## config.mk

```make
export PLATFORM = sky130hd
export DESIGN_NAME = synth_ref_divider
export DESIGN_NICKNAME = d
export VERILOG_FILES = /design/src/rtl/refdiv_pkg.sv /design/src/rtl/refdiv_ratio_latch.sv /design/src/rtl/refdiv_counter.sv /design/src/rtl/refdiv_tap.sv /design/src/rtl/synth_ref_divider.sv
export SDC_FILE = /design/constraint.sdc
export NUM_CORES = 1
export LEC_CHECK = 0
export ABC_AREA = 1
export ABC_CLOCK_PERIOD_IN_PS = 1320
export BUFFER_PORTS_ARGS = -buffer_cell sky130_fd_sc_hd__buf_2
export CAP_MARGIN = 15
export CORE_ASPECT_RATIO = 1.1
export CORE_UTILIZATION = 35
export DETAILED_ROUTE_END_ITERATION = 6
export MAX_ROUTING_LAYER = met4
export PLACE_DENSITY = 0.53
export SETUP_SLACK_MARGIN = 0.05
export SYNTH_ARGS = -nofsm -noshare
export SYNTH_HDL_FRONTEND = slang
export SYNTH_HIERARCHICAL = 1
export SYNTH_SLANG_ARGS = --single-unit
```

## constraint.sdc

```tcl
create_clock -name clk -period 1.32 [get_ports clk]
set_input_delay 0.264 -clock clk [delete_from_list [all_inputs] [get_ports clk]]
set_output_delay 0.264 -clock clk [all_outputs]
set_load 0.01 [all_outputs]
```

## src/rtl/refdiv_pkg.sv

```systemverilog
package refdiv_pkg;
  typedef enum logic {
    RATIO_BASE = 1'b0,
    RATIO_EXT  = 1'b1
  } ratio_e;
endpackage

```

## src/rtl/refdiv_ratio_latch.sv

```systemverilog
// Holds the ratio for the running reference period; reloads only at wrap.
module refdiv_ratio_latch
  import refdiv_pkg::*;
(
  input  logic   clk,
  input  logic   rst,
  input  logic   tx_active,
  input  logic   strap_always,
  input  logic   wrap,
  output ratio_e sel
);
  logic want_ext;

  always_comb want_ext = strap_always | tx_active;

  always_ff @(posedge clk) begin
    if (rst) begin
      sel <= RATIO_BASE;
    end else if (wrap) begin
      sel <= want_ext ? RATIO_EXT : RATIO_BASE;
    end
  end
endmodule

```

## src/rtl/refdiv_counter.sv

```systemverilog
// Main reference counter: terminal count depends on the latched ratio.
module refdiv_counter
  import refdiv_pkg::*;
#(
  parameter int BASE_DIV = 1024
) (
  input  logic   clk,
  input  logic   rst,
  input  ratio_e sel,
  output logic   wrap,
  output logic   pulse
);
  localparam int EXT_DIV = 2 * BASE_DIV;
  localparam int CW      = $clog2(EXT_DIV);
  localparam logic [CW-1:0] LAST_BASE = CW'(BASE_DIV - 1);
  localparam logic [CW-1:0] LAST_EXT  = CW'(EXT_DIV - 1);

  logic [CW-1:0] cnt;
  logic [CW-1:0] last;

  always_comb begin
    last = (sel == RATIO_EXT) ? LAST_EXT : LAST_BASE;
    wrap = (cnt == last);
  end

  always_ff @(posedge clk) begin
    if (rst) begin
      cnt   <= '0;
      pulse <= 1'b0;
    end else begin
      pulse <= wrap;
      cnt   <= wrap ? '0 : cnt + CW'(1);
    end
  end
endmodule

```

## src/rtl/refdiv_tap.sv

```systemverilog
// Free-running divide-by-TAP_DIV square wave, low half first.
module refdiv_tap #(
  parameter int TAP_DIV = 4
) (
  input  logic clk,
  input  logic rst,
  output logic tap_clk
);
  localparam int TW   = (TAP_DIV > 2) ? $clog2(TAP_DIV) : 1;
  localparam int HALF = TAP_DIV / 2;
  localparam bit POW2 = ((TAP_DIV & (TAP_DIV - 1)) == 0);

  logic [TW-1:0] cnt;

  generate
    if (POW2) begin : g_pow2
      always_ff @(posedge clk) begin
        if (rst) cnt <= '0;
        else     cnt <= cnt + TW'(1);
      end
      always_comb tap_clk = cnt[TW-1];
    end else begin : g_any
      logic tap_q;
      always_ff @(posedge clk) begin
        if (rst) begin
          cnt   <= '0;
          tap_q <= 1'b0;
        end else begin
          cnt   <= (cnt == TW'(TAP_DIV - 1)) ? '0 : cnt + TW'(1);
          tap_q <= (cnt >= TW'(HALF - 1)) && (cnt != TW'(TAP_DIV - 1));
        end
      end
      always_comb tap_clk = tap_q;
    end
  endgenerate
endmodule

```

## src/rtl/synth_ref_divider.sv

```systemverilog
module synth_ref_divider
  import refdiv_pkg::*;
#(
  parameter int BASE_DIV = 1024,
  parameter int TAP_DIV  = 4
) (
  input  logic clk,
  input  logic rst,
  input  logic tx_active,
  input  logic strap_always,
  output logic ref_pulse,
  output logic tap_clk,
  output logic ratio_ext
);
  ratio_e sel;
  logic   wrap;

  refdiv_ratio_latch u_ratio (
    .clk          (clk),
    .rst          (rst),
    .tx_active    (tx_active),
    .strap_always (strap_always),
    .wrap         (wrap),
    .sel          (sel)
  );

  refdiv_counter #(.BASE_DIV(BASE_DIV)) u_count (
    .clk   (clk),
    .rst   (rst),
    .sel   (sel),
    .wrap  (wrap),
    .pulse (ref_pulse)
  );

  refdiv_tap #(.TAP_DIV(TAP_DIV)) u_tap (
    .clk     (clk),
    .rst     (rst),
    .tap_clk (tap_clk)
  );

  always_comb ratio_ext = (sel == RATIO_EXT);
endmodule

```

# Word level (Yosys, flattened, before mapping)

Cells that the tools add are included.

Register bits: 15
Input port bits: 4
Output and inout bits: 3
Word-level logic and storage cells: 11

Add/sub/neg operators: 2
Equality and inequality tests: 1
Muxes and demuxes: 2
Bitwise logic cells: 1
Reductions and logical operators: 1

Operators with widths:

| cell                  | number |
|---|---|
| $add 11x1->11 const B | 1 |
| $eq 11x11->1          | 1 |
| $mux 11               | 1 |
| $add 2x1->2 const B   | 1 |
| $reduce_or 2->1       | 1 |
| $mux 1                | 1 |
| $or 1x1->1            | 1 |

# Depth between registers and ports, before layout

Gate-level depths: netlist (run 1).

Word-level depth: 3
Gate-level depth with buffers: 8
Mapped depth without buffers: 8

# Modules after synthesis

The synthesis (run 1) kept the hierarchy.

By module, submodules not included:

| module             | times used | cells each | area an instance (sq um) | sequential area each (sq um) |
|---|---|---|---|---|
| refdiv_counter     | 1          | 83         | 579.3                    | 240.2 |
| refdiv_tap         | 1          | 8          | 62.6                     | 40.0 |
| refdiv_ratio_latch | 1          | 7          | 43.8                     | 20.0 |

# Worst setup path before layout (run 1)

OpenSTA, ideal clock, no wires.

Kind: register to register
Start: register u_count.cnt[0]
End: register u_ratio.sel
Setup time: 0.115 ns
Arrival time: 1.131 ns
Data required time: 1.205 ns
Path slack: 0.074 ns
Stages on the path, launching flop included: 9
Path buffers: 0
Clock period less this slack: 1.246 ns
Cells stage by stage: dfxtp_1 -> ha_1 -> nand2_1 -> nor2_2 -> nand2_1 -> nor2_1 -> nand2_1 -> nor2_1 -> nor2_1

Cells in the longest elaborated chain, start to end: 1

Ends and longest elaborated chain:

| element                | line                     | text |
|---|---|---|
| from (decl)            | refdiv_counter.sv:18     | `logic [CW-1:0] cnt;` |
| from (signal assigned) | refdiv_counter.sv:32     | `cnt <= wrap ? '0 : cnt + CW'(1);` |
| $eq 11x11->1           | refdiv_counter.sv:23     | `wrap = (cnt == last);` |
| named net wrap         | synth_ref_divider.sv:16  | `logic wrap;` |
| to (signal assigned)   | refdiv_ratio_latch.sv:20 | `sel <= want_ext ? RATIO_EXT : RATIO_BASE;` |
| to (decl)              | refdiv_ratio_latch.sv:10 | `output ratio_e sel` |

The timed path passes the listed nets, and every way through them passes these cells.
A chain may end at the register's enable or synchronous reset.

# Final worst setup path (run 1)

Start: register u_count.cnt[1]
End: register u_count.cnt[5]

Cells in the longest elaborated chain, start to end: 2
Elaborated cells between the ends (all ways): 3
Those cells by class: add/sub (1); eq/ne (1); reduce/logical (1)

Ends and longest elaborated chain:

| element |
|---|
| parallel branches: the longest is 2 deep, another holds $add 11x1->11 |

Parallel ways; which one is timed is not known.

==> results of run 1 <==
## registers in the layout, summed over array words and instances, names as in the netlist
name and cells:
u_count/cnt 11, u_count/pulse 1, u_ratio/sel 1, u_tap/cnt 2
## final cells by class
| type | instances | area [um^2] | area share [%] |
|---|---|---|---|
| inverter | 17 | 63.8 | 7.54 |
| multi-input combinational | 67 | 373 | 44.1 |
| clock buffer | 4 | 26.3 | 3.11 |
| sequential | 15 | 308 | 36.4 |
| tap | 18 | 22.5 | 2.66 |
| timing repair buffer | 9 | 52.6 | 6.21 |
## cells by family (layout without fill, tap and decap cells)
group                      Yosys count  after routing  synth area share, %
xor gates and xnor gates             5              5                 6.39
DFF                                 15             15                 43.8
and+or+nand+nor                     59             60                 38.0
AOI/OAI and AO/OA                    1              1                0.729
adders and majority gates            1              1                 1.82
buffers and inverters               17             30                 9.31
## synthesized netlist by cell type
library cell	number	area share [%]
nand2_1	22	12
nor2_1	22	12
inv_1	16	8.8
dfxtp_1	15	44
nand3_1	7	5.1
nand2_2	3	2.7
nor2_2	3	2.7
xnor2_1	3	3.8
xor2_1	2	2.6
ha_1	1	1.8
inv_2	1	0.55
nand2_4	1	1.6
nor2_4	1	1.6
o21ai_1	1	0.73
## per-layer routing
layer	vias up	wire (um)	GRT usage, %
met2	9	544	19.9
met3	4	37	2.24
met1	251	535	13.6
met5	-	0	-
met4	0	29	10.6
li1	316	-	-
## cells in the final DEF, fill, tap and decap left out
master	instances
inv_2	1
ha_4	1
xor2_1	2
nand2_1	20
nor2_4	2
clkbuf_1	1
buf_2	6
nor2_2	3
dfxtp_2	3
dfxtp_4	1
xnor2_1	3
o21ai_1	1
inv_1	16
buf_4	3
nor2_1	21
dfxtp_1	11
nand2_2	3
nand3_2	1
nand2_4	4
clkbuf_4	3
nand3_1	6
## worst max-delay path, stage by stage (launching register included)
cell and delay (ps):
dfxtp_2 360, ha_4 160, nand2_4 70, nor2_4 120, nand2_2 80, inv_2 70
nand2_4 70, nand2_4 100, nor2_1 40
## timing repair
item	4_1_cts	5_1_grt
setup buffers	0	2
cloned	0	1
hold buffers	0	0
gates resized for setup	3	12
pin swaps	0	6
setup endpoints to repair	11	11
## per-stage QoR
| stage | hold WS [ps] | utilization, % | total power [uW] |
|---|---|---|---|
| after floorplan | 331 | - | 509 |
| after global placement | 424 | 41.4 | 523 |
| after detailed placement | 431 | 41.4 | 523 |
| after CTS | 177 | 43.2 | 791 |
| after global routing | 198 | 46.9 | 837 |
| final | 185 | 46.9 | 782 |
## path summary, 6_finish.rpt
path,from,endpoint,cells after the start
hold reg to reg,u_tap/cnt[0]$_SDFF_PP0_,u_tap/cnt[0]$_SDFF_PP0_,1
setup / recovery,u_count/cnt[1]$_SDFF_PP0_,u_count/cnt[5]$_SDFF_PP0_,8
hold / removal,strap_always,u_ratio/sel$_SDFFE_PP0P_,3
setup reg to reg,u_count/cnt[1]$_SDFF_PP0_,u_count/cnt[5]$_SDFF_PP0_,8
## where the power goes
part | leakage (uW) | internal (uW) | switching [uW] | total [uW]
logic | 0.000263 | 24.0 | 25.0 | 49.0
clock network | 0.0000150 | 117 | 139 | 256
registers | 0.000124 | 465 | 12.2 | 477
==> impl_metrics.toml, run 1 <==
[run_status]
outcome = "complete, no violations"

[die]
core_region_area_um2 = 1800
fp.dieW_um = 44.2
dieHeight_um = 48.4
fp-row-count = 16
initial_core_util_pct = 38.1
floorplan.io_pins = 7
die_area_um2 = 2140

[finish]
drive_gt1_share_pct = 27.7
antenna_cells = 0
num-nets-final = 118
areaGrowthSynthToFinish_pct = 23.4
fin_cells = 130
final_cell_area_um2 = 846
fillers = 195

[power]
p_per_area_nw_per_um2 = 925
vdd_drop_max_v = 0.000425
leakage_uw = 0.000401

[critical_path]
start_kind = "register"
cp.required_ps = 1500
crit_path_end_kind = "register"
rrSetupSlack_ps = 150
path_class = "register to register"
worstPathMaxFanout = 5
cp.arrival_ps = 1350

[synthesis]
yosys_warnings = 6
ys_ff_latch = 15
syn_area_per_cell_um2 = 7.00
syn-num-nets = 103
synth_cells = 98
ys_types = 14
synth_seq_area_share_pct = 43.8
mappedNetlistArea_um2 = 686

[job]
cap_violations = 0

[grt]
grt_use_total_pct = 12.8
antenna_found_initial = 0
grt_max_degree = 11
overflow = 0
grt_pass1_vias = 513
grt_pass1_wl_um = 1950

[drt]
via_count = 580
route.detailed.drc = 0
wl_per_cell_um = 8.82
viasPerCell = 4.46
postRouteAntennaNets = 0
first_pass_iters = 6
drt_iter0_markers = 9
routed_wirelength_um = 1150

[clocking]
h-tree-depth = 1
clock_latency_ps = 280
cts_tree = "done"
cts_buffers = 3
clockBufferDepth = 2
clock-sinks = 15
clkTransAtPathRegs_ps = 80
cts_root_buffer = "clkbuf_4"

[sta]
rsz0062_at_grt = "no"
finClkSkew_ps = 4.47
setup-tns-final_ps = 0
fmax_mhz = 856
fin_crit_sh_pct = 88.5
hold_violations = 0
setup_viol = 0
slew_headroom_pct = 87.6
tightest_slew_ps = 186
min_period_ps = 1170
finalWorstSetupSlack_ps = 152
slew_violations = 0

[placed_design]
place_congestion = 0.747
placed_cells = 123
placed_area_um2 = 746
io_buffers = 6
pre_cts_slack_ps = 13.7
dp_hpwl_um = 787

[worst_hold_path]
holdCritPathClass = "input port to register"
No activity file was read; power rests on OpenSTA's default activity.
==> run 2: changes to the inputs <==
--- a/config.mk
+++ b/config.mk
@@ -9,11 +9,10 @@
 export ABC_CLOCK_PERIOD_IN_PS = 1320
 export BUFFER_PORTS_ARGS = -buffer_cell sky130_fd_sc_hd__buf_2
 export CAP_MARGIN = 15
-export CORE_ASPECT_RATIO = 1.1
-export CORE_UTILIZATION = 35
+export CORE_UTILIZATION = 49
 export DETAILED_ROUTE_END_ITERATION = 6
 export MAX_ROUTING_LAYER = met4
-export PLACE_DENSITY = 0.53
+export PLACE_DENSITY = 0.7
 export SETUP_SLACK_MARGIN = 0.05
 export SYNTH_ARGS = -nofsm -noshare
 export SYNTH_HDL_FRONTEND = slang
==> impl_metrics.toml, run 2 (synthesis gave the netlist of run 1 again) <==
[job]
cap_violations = 0

[sta]
hold_slack_ps = 196
hold_violations = 0
setup-tns-final_ps = 0
fmax_mhz = 852
finClkSkew_ps = 1.02
slew_violations = 0
fin_crit_sh_pct = 88.9
tightest_slew_ps = 179
min_period_ps = 1170
setup_viol = 0
rsz0062_at_grt = "no"
slew_headroom_pct = 88.1

[finish]
drive_gt1_share_pct = 26.4
regMostFlops = "u_count/cnt"
antenna_cells = 0
final_cell_mix = "21 x nand2_1, 21 x nor2_1, 16 x inv_1, 10 x dfxtp_1"
num-nets-final = 116
areaGrowthSynthToFinish_pct = 19.2
postLayoutCoreUtil_pct = 62.8
top_regs = "u_count/cnt: 11 flops, u_tap/cnt: 2 flops"
largest_reg_flops = 11

[critical_path]
crit_path_end_kind = "register"
crit_buf_inv = 0
path_class = "register to register"
cpPeakStageDelay_ps = 370
r2r-end = "u_ratio/sel$_SDFFE_PP0P_"
critical_path.top_delay_family = "simple AND/OR/NAND/NOR gates"
worstPathMaxFanout = 3
r2r_cells = 8
cp.arrival_ps = 1350
rrSetupSlack_ps = 150
cp.required_ps = 1490
critical_path.cell_chain = "ha_4, nand2_4, nor2_4, nand2_1, nor2_2, nand2_1, nor2_1, nor2_1"
crit_slowest_cell = "dfxtp_4"
start_kind = "register"
r2r_start = "u_count/cnt[0]$_SDFF_PP0_"

[power]
vdd_drop_max_v = 0.000613
p_total_uw = 771
leakage_uw = 0.000375
p_per_area_nw_per_um2 = 944

[die]
fp.dieW_um = 39.4
floorplan.io_pins = 7
core_region_area_um2 = 1300
fp-row-count = 13
dieHeight_um = 39.4
initial_core_util_pct = 52.7
die_area_um2 = 1550

[placed_design]
place_congestion = 0.863
io_buffers = 6
dp_hpwl_um = 813

[grt]
grt_pass1_vias = 429
antenna_found_initial = 0
grt_max_degree = 11
overflow = 0
grt_use_total_pct = 17.9
grt_pass1_wl_um = 1710

[drt]
first_pass_iters = 4
postRouteAntennaNets = 0
drt_iter0_markers = 13
routed_wirelength_um = 1140
wl_per_cell_um = 9.14
via_count = 568
route.detailed.drc = 0
viasPerCell = 4.54

[clocking]
clock-sinks = 15
clkTransAtPathRegs_ps = 80
clock_latency_ps = 270
cts_root_buffer = "clkbuf_4"
cts_tree = "done"
post_cts.repair.setup_buffers = 0
cts_buffers = 3
h-tree-depth = 1
clockBufferDepth = 2

[run_status]
outcome = "complete, no violations"

[worst_hold_path]
hold_depth = 3
holdCritPathClass = "input port to register"
hold_end = "u_ratio/sel$_SDFFE_PP0P_"
worstHoldStart = "strap_always"
[run 2: routing by layer]
| layer | wire [um] | part of all wire, % | vias up | track usage (%) |
|---|---|---|---|---|
| met5 | 0 | 0 | - | - |
| met4 | 17 | 1.5 | 0 | 12.9 |
| met3 | 26 | 2.3 | 2 | 5.11 |
| met2 | 580 | 51 | 7 | 27.0 |
| met1 | 517 | 45 | 246 | 19.9 |
| li1 | - | - | 313 | - |
[run 2: worst reg2reg max path, delay by kind of cell (launching register included)]
kind,cells,cell delay (ps)
and+or+nand+nor,7,550
DFF,1,370
adders and majority gates,1,150
[run 2: where the power goes]
group          leakage [uW]  internal (uW)  total [uW]  switching (uW)
Clock             0.0000150            117         250             133
Combinational      0.000235           21.5        44.6            23.2
Sequential         0.000124            465         477            11.8
[run 2: cell type report]
class / count / area [um^2]
flip-flops and latches: 15 / 309
inverters: 17 / 63.8
well taps: 15 / 18.8
multi-input cells: 66 / 354
clock buffers: 4 / 26.3
fillers: 121 / 484
repair buffers: 8 / 45.0
[run 2: stage by stage]
| step | cell area [um^2] | setup slack [ps] | cells |
|---|---|---|---|
| 6_report | 817 | 146 | 125 |
| 5_1_grt | 817 | 59.8 | 125 |
| 4_1_cts | 781 | 62.7 | 125 |
| 3_5_place_dp | 749 | 21.6 | 121 |
| 3_3_place_gp | 749 | 73.8 | 121 |
| 2_1_floorplan | 686 | 74.4 | 98 |
[run 2: worst max path at each step]
stage / start / endpoint / slack, ps / depth (start not counted)
CTS: u_count/cnt[0]$_SDFF_PP0_ / u_ratio/sel$_SDFFE_PP0P_ / 60 / 8
global route: u_count/cnt[0]$_SDFF_PP0_ / u_ratio/sel$_SDFFE_PP0P_ / 60 / 8
detailed placement: u_count/cnt[0]$_SDFF_PP0_ / u_ratio/sel$_SDFFE_PP0P_ / 20 / 8
floorplan: u_count/cnt[0]$_SDFF_PP0_ / u_ratio/sel$_SDFFE_PP0P_ / 70 / 8
finish: u_count/cnt[0]$_SDFF_PP0_ / u_ratio/sel$_SDFFE_PP0P_ / 150 / 8
global placement: u_count/cnt[0]$_SDFF_PP0_ / u_ratio/sel$_SDFFE_PP0P_ / 70 / 8
[run 2: repair_timing]
| action | in CTS | in global routing |
|---|---|---|
| resized for setup | 2 | 11 |
| hold buffers | 0 | 0 |
| pin swaps | 0 | 2 |
| setup endpoints to repair | 1 | 12 |
==> run 3: changes to the inputs <==
--- a/config.mk
+++ b/config.mk
@@ -7,7 +7,7 @@
 export LEC_CHECK = 0
 export ABC_AREA = 1
 export ABC_CLOCK_PERIOD_IN_PS = 1320
-export BUFFER_PORTS_ARGS = -buffer_cell sky130_fd_sc_hd__buf_2
+export BUFFER_PORTS_ARGS = -buffer_cell sky130_fd_sc_hd__buf_4
 export CAP_MARGIN = 15
 export CORE_UTILIZATION = 49
 export DETAILED_ROUTE_END_ITERATION = 6
==> impl_metrics.toml, run 3 (synthesis gave the netlist of run 1 again) <==
[grt]
antenna_found_initial = 0
grt_pass1_vias = 428
grt_pass1_wl_um = 1590
overflow = 0
grt_max_degree = 11
grt_use_total_pct = 16.7

[die]
floorplan.io_pins = 7
dieHeight_um = 39.4
die_area_um2 = 1550
fp-row-count = 13
core_region_area_um2 = 1300
fp.dieW_um = 39.4
initial_core_util_pct = 52.7

[placed_design]
pre_cts_slack_ps = 36.1
io_buffers = 6
dp_hpwl_um = 776
place_congestion = 0.872
placed_area_um2 = 764
placed_cells = 121

[drt]
drt_iter0_markers = 6
via_count = 550
postRouteAntennaNets = 0
first_pass_iters = 4
wl_per_cell_um = 8.49
viasPerCell = 4.40
route.detailed.drc = 0
routed_wirelength_um = 1060

[sta]
slew_headroom_pct = 88.6
tightest_slew_ps = 171
slew_violations = 0
finClkSkew_ps = 0.752
min_period_ps = 1170
setup-tns-final_ps = 0
finalWorstSetupSlack_ps = 153
fin_crit_sh_pct = 88.4
fmax_mhz = 857
rsz0062_at_grt = "no"
setup_viol = 0
hold_violations = 0

[critical_path]
cp.arrival_ps = 1350
crit_path_end_kind = "register"
path_class = "register to register"
start_kind = "register"
cp.required_ps = 1500
path_common_cell = "nand2_2"
worstPathMaxFanout = 10
crit_slowest_cell = "dfxtp_2"
cpPeakStageDelay_ps = 370
critical_path.cell_chain = "ha_4, nand2_2, nor2_4, nand2_2, inv_2, nand2_2, nand2_4, nor2_1"

[power]
combPwrFrac_pct = 6.0
p_per_area_nw_per_um2 = 957
switching_share_pct = 21.8
sequentialPowerShare_pct = 61.5
vdd_drop_max_v = 0.000756
p_int_uw = 607
leakage_uw = 0.000363
p_clk_share_pct = 32.6
p_total_uw = 777
netSwitchingPower_uw = 169

[finish]
num-nets-final = 116
final_cell_mix = "21 x nand2_1, 21 x nor2_1, 16 x inv_1, 12 x dfxtp_1, 8 x buf_4"
largest_reg_flops = 11
areaGrowthSynthToFinish_pct = 18.4
antenna_cells = 0
fillers = 129
final_cell_area_um2 = 812
fin_cells = 125
regMostFlops = "u_count/cnt"
drive_gt1_share_pct = 23.6
top_regs = "u_count/cnt: 11 flops, u_tap/cnt: 2 flops"

[run_status]
outcome = "complete, no violations"

[clocking]
h-tree-depth = 1
cts_buffers = 3
clockBufferDepth = 2
clock_latency_ps = 280
clkTransAtPathRegs_ps = 80
clock-sinks = 15
cts_root_buffer = "clkbuf_4"
cts_tree = "done"

[job]
cap_violations = 0

[worst_hold_path]
holdCritPathClass = "input port to register"
## run 3: cell counts in the layout (fill, tap and decap cells not counted)
Identical to the previous run, type by type.
## run 3: final cells by class
class | count | area, um^2 | area share, %
inverter | 17 | 63.8 | 7.86
timing repair buffer | 8 | 60.1 | 7.40
multi-input combinational | 66 | 339 | 41.8
clock buffer | 4 | 26.3 | 3.24
sequential | 15 | 304 | 37.4
tap | 15 | 18.8 | 2.31
## run 3: repair_timing
item                                    CTS  global route
setup buffers                             0             0
resized for setup                         2             5
pin swaps                                 0             1
endpoints found under the setup margin    1            12
gates cloned                              0             0
hold buffers                              0             0
## run 3: worst max-delay path, delay by kind of cell, from the launching register on
family / cells / cell delay [ps]
buffers and inverters: 1 / 50
flip-flops: 1 / 370
AND/OR/NAND/NOR: 6 / 500
adder cells (fa/ha/maj): 1 / 150
## run 3: worst paths after layout
kind / start / end / slack [ps] / cells after the start
setup / recovery: u_count/cnt[0]$_SDFF_PP0_ / u_count/cnt[7]$_SDFF_PP0_ / 150 / 8
hold / removal: rst / u_tap/cnt[0]$_SDFF_PP0_ / 170 / 2
setup reg to reg: u_count/cnt[0]$_SDFF_PP0_ / u_count/cnt[7]$_SDFF_PP0_ / 150 / 8
hold reg to reg: u_tap/cnt[0]$_SDFF_PP0_ / u_tap/cnt[0]$_SDFF_PP0_ / 440 / 1
## run 3: metal layers
metal / vias to the layer above / share of wire [%] / track usage (%) / wire (um)
met4: 0 / 0.94 / 5.17 / 10
met2: 8 / 47 / 24.2 / 499
met3: 2 / 5.8 / 10.2 / 62
li1: 309 / - / - / -
met5: - / 0 / - / 0
met1: 231 / 46 / 18.9 / 489
## run 3: through the flow
stage | utilization (%) | hold slack, ps
2_1_floorplan | - | 331
4_1_cts | 61.2 | 162
3_3_place_gp | 58.8 | 427
5_1_grt | 62.4 | 153
3_5_place_dp | 58.8 | 437
6_report | 62.4 | 170
## run 3: power by group through the flow
| stage | clock (uW) | combinational, uW | sequential [uW] |
|---|---|---|---|
| after floorplan | 0 | 24.7 | 484 |
| after global placement | 0 | 42.5 | 483 |
| final | 253 | 46.3 | 478 |
| after global routing | 294 | 53.1 | 480 |
| after detailed placement | 0 | 43.4 | 484 |
| after CTS | 272 | 44.5 | 474 |
